--- config.mk ---
export PLATFORM = sky130hd
export DESIGN_NAME = cond_jump_unit
export DESIGN_NICKNAME = d
export VERILOG_FILES = /design/src/rtl/cjmp_pkg.sv /design/src/rtl/cjmp_cond_eval.sv /design/src/rtl/cjmp_addr_gen.sv /design/src/rtl/cond_jump_unit.sv
export SDC_FILE = /design/constraint.sdc
export NUM_CORES = 1
export LEC_CHECK = 0
export ABC_AREA = 1
export BUFFER_PORTS_ARGS = -buffer_cell sky130_fd_sc_hd__buf_2
export CAP_MARGIN = 20
export CORE_MARGIN = 2
export CORE_UTILIZATION = 56
export CTS_BUF_LIST = sky130_fd_sc_hd__clkbuf_2
export DETAILED_ROUTE_END_ITERATION = 10
export GPL_TIMING_DRIVEN = 0
export PLACE_DENSITY = 0.88
export SLEW_MARGIN = 20
export SYNTH_ARGS = -nofsm -noshare
export SYNTH_HDL_FRONTEND = slang
export SYNTH_SLANG_ARGS = --single-unit
--- constraint.sdc ---
create_clock -name clk -period 3 [get_ports clk]
set_clock_uncertainty 0.1 [all_clocks]
set_input_delay 0.6 -clock clk [delete_from_list [all_inputs] [get_ports clk]]
set_output_delay 0.6 -clock clk [all_outputs]
set_load 0.005 [all_outputs]
--- src/rtl/cjmp_pkg.sv ---
package cjmp_pkg;
    typedef enum logic [1:0] {
        ST_IDLE,
        ST_FETCH_ADDR,
        ST_INDIRECT_READ,
        ST_UPDATE
    } cj_state_e;

    localparam logic [7:0] OP_DIRECT   = 8'h70;
    localparam logic [7:0] OP_INDIRECT = 8'h71;
endpackage

--- src/rtl/cjmp_cond_eval.sv ---
module cjmp_cond_eval #(
    parameter int CW = 4,
    parameter logic [CW-1:0] FORCE_A = 4'h7,
    parameter logic [CW-1:0] FORCE_B = 4'hF
) (
    input  logic [CW-1:0] mask,
    input  logic [CW-1:0] status,
    output logic          take
);
    logic hit;
    logic forced;

    always_comb begin
        hit    = |(mask & status);
        forced = (mask == FORCE_A) || (mask == FORCE_B);
        take   = hit || forced;
    end
endmodule

--- src/rtl/cjmp_addr_gen.sv ---
module cjmp_addr_gen #(
    parameter int AW = 16,
    parameter int RW = 4
) (
    input  logic [AW-1:0] base,
    input  logic [RW-1:0] rx,
    input  logic [AW-1:0] rx_val,
    output logic [AW-1:0] ea
);
    logic [AW-1:0] offset;

    always_comb begin
        offset = (rx == '0) ? '0 : rx_val;
        ea     = base + offset;
    end
endmodule

--- src/rtl/cond_jump_unit.sv ---
module cond_jump_unit
    import cjmp_pkg::*;
#(
    parameter int AW = 16,
    parameter int CW = 4,
    parameter int RW = 4
) (
    input  logic          clk,
    input  logic          rst_n,
    input  logic          start,
    input  logic [AW-1:0] instr_word,
    input  logic [AW-1:0] ic_in,
    input  logic [CW-1:0] cond_status,
    output logic          mem_req,
    output logic [AW-1:0] mem_addr,
    input  logic [AW-1:0] mem_rdata,
    input  logic          mem_rvalid,
    output logic [RW-1:0] rf_addr,
    input  logic [AW-1:0] rf_data,
    output logic          done,
    output logic          ic_load,
    output logic [AW-1:0] ic_next,
    output logic          taken,
    output logic          illegal
);
    localparam int OPW     = AW - CW - RW;
    localparam int OP_LSB  = CW + RW;
    localparam logic [AW-1:0] NEXT_STEP = AW'(2);
    localparam logic [AW-1:0] OPND_STEP = AW'(1);

    cj_state_e     state_q, state_d;
    logic [OPW-1:0] op_q;
    logic [CW-1:0]  mask_q;
    logic [RW-1:0]  rx_q;
    logic [AW-1:0]  ic_q;
    logic [CW-1:0]  cs_q;
    logic [AW-1:0]  ea_q;
    logic [AW-1:0]  target_q;
    logic           illegal_q;
    logic           issued_q;

    logic [OPW-1:0] op_in;
    logic           op_legal;
    logic           resp;
    logic [AW-1:0]  ea_w;
    logic           take_w;

    assign op_in    = instr_word[AW-1:OP_LSB];
    assign op_legal = (op_in == OPW'(OP_DIRECT)) || (op_in == OPW'(OP_INDIRECT));
    assign resp     = issued_q && mem_rvalid;

    cjmp_addr_gen #(.AW(AW), .RW(RW)) u_addr (
        .base   (mem_rdata),
        .rx     (rx_q),
        .rx_val (rf_data),
        .ea     (ea_w)
    );

    cjmp_cond_eval #(.CW(CW)) u_cond (
        .mask   (mask_q),
        .status (cs_q),
        .take   (take_w)
    );

    // State register
    always_ff @(posedge clk) begin
        if (!rst_n) state_q <= ST_IDLE;
        else        state_q <= state_d;
    end

    // Next-state logic
    always_comb begin
        state_d = state_q;
        unique case (state_q)
            ST_IDLE:          if (start) state_d = op_legal ? ST_FETCH_ADDR : ST_UPDATE;
            ST_FETCH_ADDR:    if (resp)  state_d = (op_q == OPW'(OP_INDIRECT)) ? ST_INDIRECT_READ
                                                                             : ST_UPDATE;
            ST_INDIRECT_READ: if (resp)  state_d = ST_UPDATE;
            ST_UPDATE:                   state_d = ST_IDLE;
            default:                     state_d = ST_IDLE;
        endcase
    end

    // Captured instruction fields and datapath registers
    always_ff @(posedge clk) begin
        if (!rst_n) begin
            op_q      <= '0;
            mask_q    <= '0;
            rx_q      <= '0;
            ic_q      <= '0;
            cs_q      <= '0;
            ea_q      <= '0;
            target_q  <= '0;
            illegal_q <= 1'b0;
            issued_q  <= 1'b0;
        end else begin
            if (mem_req)   issued_q <= 1'b1;
            else if (resp) issued_q <= 1'b0;
            unique case (state_q)
                ST_IDLE: if (start) begin
                    op_q      <= op_in;
                    mask_q    <= instr_word[RW +: CW];
                    rx_q      <= instr_word[RW-1:0];
                    ic_q      <= ic_in;
                    cs_q      <= cond_status;
                    illegal_q <= !op_legal;
                end
                ST_FETCH_ADDR: if (resp) begin
                    ea_q     <= ea_w;
                    target_q <= ea_w;
                end
                ST_INDIRECT_READ: if (resp) target_q <= mem_rdata;
                ST_UPDATE: ;
                default: ;
            endcase
        end
    end

    // Outputs
    always_comb begin
        mem_req  = ((state_q == ST_FETCH_ADDR) || (state_q == ST_INDIRECT_READ)) && !issued_q;
        mem_addr = (state_q == ST_FETCH_ADDR) ? ic_q + OPND_STEP : ea_q;
        rf_addr  = rx_q;
        done     = (state_q == ST_UPDATE);
        illegal  = done && illegal_q;
        ic_load  = done && !illegal_q;
        taken    = ic_load && take_w;
        ic_next  = taken ? target_q : ic_q + NEXT_STEP;
    end

    // Assertions
    assert_reset_quiet_R1: assert property (@(posedge clk)
        $past(!rst_n) |-> !done && !mem_req);

    assert_load_with_done_R10: assert property (@(posedge clk) disable iff (!rst_n)
        ic_load |-> done);

    assert_done_pulse_R10: assert property (@(posedge clk) disable iff (!rst_n)
        done |=> !done);

    assert_req_pulse_R9: assert property (@(posedge clk) disable iff (!rst_n)
        mem_req |=> !mem_req);

    assert_illegal_no_load_R11: assert property (@(posedge clk) disable iff (!rst_n)
        illegal |-> done && !ic_load && !taken);

    assert_illegal_no_fetch_R11: assert property (@(posedge clk) disable iff (!rst_n)
        (state_q == ST_IDLE && start && !op_legal) |=> !mem_req);

    assert_forced_take_R4: assert property (@(posedge clk) disable iff (!rst_n)
        (ic_load && (mask_q == 4'h7 || mask_q == 4'hF)) |-> taken);

    assert_nop_skip_R5: assert property (@(posedge clk) disable iff (!rst_n)
        (ic_load && mask_q == '0) |-> !taken && ic_next == ic_q + NEXT_STEP);

    assert_operand_addr_R2: assert property (@(posedge clk) disable iff (!rst_n)
        (mem_req && state_q == ST_FETCH_ADDR) |-> mem_addr == ic_q + OPND_STEP);
endmodule

# After elaboration in Yosys (flattened, before gate mapping)
# Cells that the tools add are included.
# totals
inputBits	72
reg_bits	72
elab_cells	60
# classes
eq_ne	11
reduce_logical	21
bitwise_logic	1
n_mux	14
add_sub_neg	3
# ops
cell	count
$mux W16	5
$pmux W16 S2	1
$eq A8 B7 Y1 const B	3
$add A16 B1 Y16 const B	1
$add A16 B16 Y16	1
$add A16 B2 Y16 const B	1
$mux W2	4
$pmux W2 S4	1
$ne A2 B2 Y1 const B	3
$reduce_and A3 Y1	2
$logic_and A1 B1 Y1	5
$and A4 B4 Y4	1
$eq A2 B2 Y1 const B	2
$eq A4 B3 Y1 const B	1
$eq A4 B4 Y1 const B	1
$logic_not A4 Y1	1
$logic_or A1 B1 Y1	4
$reduce_and A2 Y1	2
$reduce_bool A2 Y1	2
$reduce_or A4 Y1	1
$logic_not A1 Y1	3
$mux W1	3
$eq A2 B1 Y1 const B	1
$logic_not A2 Y1	1

# Longest topological paths before layout
# depth
word_depth	5
mapped_depth	17

# Hierarchy
# Synthesis repeated with hierarchy kept, for this count alone.
# unflattened
hier_cells	786
hier_area_um2	4837.1
# modules_own_cells
mod	cells_each	instances	area_each_um2
cond_jump_unit	561	1	3724.8
cjmp_addr_gen	214	1	1071.0
cjmp_cond_eval	11	1	41.3

# Worst setup path after synthesis
# OpenSTA, ideal clock, no wires.
# synth_timing
path_kind	register to register
from	register rx_q[3], in the netlist rf_addr[3]
to	register ea_q[12]
path_slack_ns	0.574
arrival_time_ns	2.210
required_time_ns	2.784
setup_time_ns	0.116
path_stages_with_launch	18
path_cell_list	dfxtp_1 nor2_1 nand2_1 inv_1 buf_1 nor2_1 ha_1 fa_1 nand3_1 nand2_1 nand2_1 nand2_1 nand2_1 nand2_1 nand2_1 nand3_1 o211ai_1 inv_1
# synth_via
elab_chain_cells	3
# synth_lines
element	line_no	rtl
from (decl)	cond_jump_unit.sv:34	logic [RW-1:0] rx_q;
from (signal assigned)	cond_jump_unit.sv:103	rx_q <= instr_word[RW-1:0];
$logic_not A4 Y1	cjmp_addr_gen.sv:13	offset = (rx == '0) ? '0 : rx_val;
$mux W16	cjmp_addr_gen.sv:13	
$add A16 B16 Y16	cjmp_addr_gen.sv:14	ea = base + offset;
to (signal assigned)	cond_jump_unit.sv:109	ea_q <= ea_w;
to (decl)	cond_jump_unit.sv:37	logic [AW-1:0] ea_q;
# Every way passes these cells.
# A chain may end at the register's enable or synchronous reset.

# Final worst setup path
# layout_timing
from	register state_q[0]
to	output ic_next[5]
# layout_via
elab_chain_cells	4
# layout_lines
element	line_no	rtl
from (decl)	cond_jump_unit.sv:31	cj_state_e state_q, state_d;
from (signal assigned)	cond_jump_unit.sv:68	else state_q <= state_d;
$eq A2 B2 Y1	cond_jump_unit.sv:124	done = (state_q == ST_UPDATE);
$logic_and A1 B1 Y1	cond_jump_unit.sv:126	ic_load = done && !illegal_q;
$logic_and A1 B1 Y1	cond_jump_unit.sv:127	taken = ic_load && take_w;
$mux W16	cond_jump_unit.sv:128	ic_next = taken ? target_q : ic_q + NEXT_STEP;
to (decl)	cond_jump_unit.sv:22	output logic [AW-1:0] ic_next,
# Every way passes these cells.

==> results.cfg <==
[sta]
clock.fmax_mhz = 345
period_minus_slack_ns = 2.90
fin_crit_sh_pct = 96.6
setup_viol = 0
max_slew_margin_pct = 64.5
tns_ns = 0
worst_pin_slew_ns = 0.532
maxSlewViolCount = 0
whs_ns = 0.190
timing_hold_violations_final = 0
fin_ws_ns = 0.101

[final_layout]
antenna_cells = 0
drive_gt1_share_pct = 19.0
syn_to_final_growth_pct = 18.4
stdcell_count = 975
fin_nets = 960

[route]
drtIter0Drc = 345
drc = 0
vias = 5147
detail-route-antenna-nets = 0
dr.pass1.iters = 6
vias_per_cell = 5.28
wire_per_inst_um = 13.4
wirelength_mm = 13.0

[clock_tree]
cts_buffer_depth = 2
cts_buffers = 9
ctsHoldBuffers = 0
clk_pin_slew_worst_paths_ns = 0.21
clock-sinks = 72
htreeDepth = 3
cts_tree = done
root_buffer = clkbuf_2
clk-insertion-delay-late_ns = 0.54

[placement]
pre_cts_ws_ns = 0.00524
dp_hpwl_mm = 10.3
post-place-cells = 958
gp_congestion = 0.913
port_buffers = 111

[power]
p_total_uw = 4020
worst_ir_drop_vdd_mv = 0.534
p_leak_uw = 0.00288
p_per_area_nw_per_um2 = 728

[setup_path]
cp_cell_sequence = ha_1 -> inv_1 -> nor2_2 -> nand2_2 -> inv_4 -> buf_2 -> nand2_1 -> nand2_1 -> buf_2
crit_path_end = ic_next[5]
cp_num_cells = 9
critical_path_class = flop to primary output
r2r_slack_ns = 0.33
endpoint_kind = primary output
cp_slowest_cell = dfxtp_4
cp.required_ns = 2.30
crit_path_start_kind = flop
cpLargestDelayFamily = buffers and inverters
r2r-end = ea_q[10]
worst_r2r_path_depth = 16
crit_start = state_q[0]
critical-path-max-stage-delay_ns = 0.41
path_buf_inv = 4
crit_fanout = 10
timing.rr.start = rf_addr[3]
arrival_ns = 2.20

[logic_synthesis]
synth.distinct_cells = 36
synthArstFlopShare_pct = 0
synth-seq-cells = 72
seq_area_frac_synth_pct = 30.9
synth_compound_area_share_pct = 17.8
synth_fa_ha_area_share_pct = 6.33
syn_inst = 742
synth.largest_area_cell = dfxtp_1
muxShareOfSynthArea_pct = 0
syn_area_um2 = 4670
syn-num-nets = 837
yosys_warnings = 0
yosys.area.top_type_share_pct = 30.9
synth_edf_count = 0
synth-simple-area-share_pct = 30.1
syn_area_per_cell_um2 = 6.29
ys.flop_type = dfxtp_1
synth_xor_area_share_pct = 4.50
synth_top_family_by_area = simple AND/OR/NAND/NOR gates
synth_area_leaders = dfxtp_1 (31%), nand2_1 (13%), nor2_1 (9.6%), o21ai_0 (9.0%), inv_1 (7.3%)

[grt]
grt_pass1_wl_mm = 20.0
grt_start_max_net_pins = 13
grt_pass1_vias = 4463
antenna_found_initial = 0
grt_usage_pct = 28.4
grt.overflow.total = 0

[floorplanning]
die_h_um = 95.3
coreArea_um2 = 8130
rows = 33
dieArea_um2 = 9080
die_x_um = 95.3
start_util_pct = 57.4
io-pin-count = 113

[min_path]
min_path_type = input pin to flop

[status]
status = completed

[run]
maxCapViolCount = 0
[synth_stat cells, types with 3 or more instances]
cell type,instances
and2_1,3
o21bai_1,4
o21ai_0,84
nor2_1,119
ha_1,22
clkbuf_1,19
a31oi_1,3
nand4_1,5
a21oi_1,51
inv_2,3
nand3_1,33
nand2_1,161
dfxtp_1,72
buf_2,11
inv_1,91
o211ai_1,8
nor3_1,6
xor2_1,22
o21ai_1,3
[routing by layer]
layer  wire length, um  up-vias  global-route usage [%]
met2              5990      199                    46.5
met4               349        0                    9.66
met5                 0        -                       0
met1              5740     2292                    38.3
met3               943       35                    4.19
li1                  -     2621                       -
[worst reg2reg max path: cells and delay by family (launching register included)]
family	cells	cell delay [ns]
simple gates	11	1.10
fa+ha+maj	2	0.63
flops	1	0.36
buf+inv	2	0.33
compound gates	1	0.09
[sequential cells by signal, indices dropped and copies added, names as in the netlist]
name,flops
cs_q,4
ea_q,16
ic_q,16
illegal_q,1
issued_q,1
mask_q,4
op_q,8
rf_addr,4
state_q,2
target_q,16
[cell type report]
type | instances | area [um2]
Sequential cell | 72 | 1460
Inverter | 95 | 363
Clock buffer | 10 | 50.0
Tap cell | 105 | 131
Buffer | 30 | 138
Timing Repair Buffer | 113 | 571
Fill cell | 758 | 2610
Clock inverter | 6 | 60.1
Multi-Input combinational cell | 544 | 2750
[how the worst min path moves through the flow]
stage / startpoint / endpoint / slack, ns / depth (start not counted)
after floorplan: ea_q[1] / ea_q[1] / 0.32 / 2
after global placement: target_q[14] / target_q[14] / 0.35 / 2
after detailed placement: target_q[14] / target_q[14] / 0.36 / 2
after CTS: instr_word[11] / op_q[3] / 0.18 / 3
after global routing: instr_word[11] / op_q[3] / 0.18 / 3
final: cond_status[2] / cs_q[2] / 0.19 / 3
[layout by cell type (no fill, tap or decap), types with 3 or more instances in the layout]
master / instances
a31oi_1: 3
nand2_1: 160
a21oi_1: 51
nand2_2: 3
buf_2: 120
o211ai_1: 8
dfxtp_1: 66
ha_1: 22
dfxtp_4: 4
inv_1: 90
nand3_1: 32
clkbuf_2: 12
clkbuf_1: 17
nor3_1: 6
o21ai_0: 82
o21bai_1: 4
o21ai_1: 5
and2_1: 3
nor2_1: 118
xor2_1: 22
nand4_1: 5
[kinds of logic after synthesis]
| logic type | Yosys count |
|---|---|
| DFF | 72 |
| and+or+nand+nor | 340 |
| buffers and inverters | 126 |
| AOI/OAI and AO/OA | 157 |
| xor gates and xnor gates | 24 |
| adders and majority gates | 23 |
[power by group]
| part | internal, uW | switching [uW] | total (uW) |
|---|---|---|---|
| logic | 768 | 1370 | 2130 |
| clock network | 191 | 349 | 540 |
| registers | 1180 | 169 | 1350 |
[repair_timing]
action,in CTS,in global routing
pin swaps,0,1
gates resized for setup,8,16
endpoints found under the setup margin,20,38
buffers inserted,0,2
endpoints found under the hold margin,0,0
[per-stage QoR]
| step | area, um2 | util [%] |
|---|---|---|
| finish | 5530 | 67.9 |
| global route | 5530 | 67.9 |
| CTS | 5480 | 67.3 |
| detailed placement | 5350 | 65.8 |
| global placement | 5350 | 65.8 |
| floorplan | 4670 | - |
(Power assumes the default switching activity.)
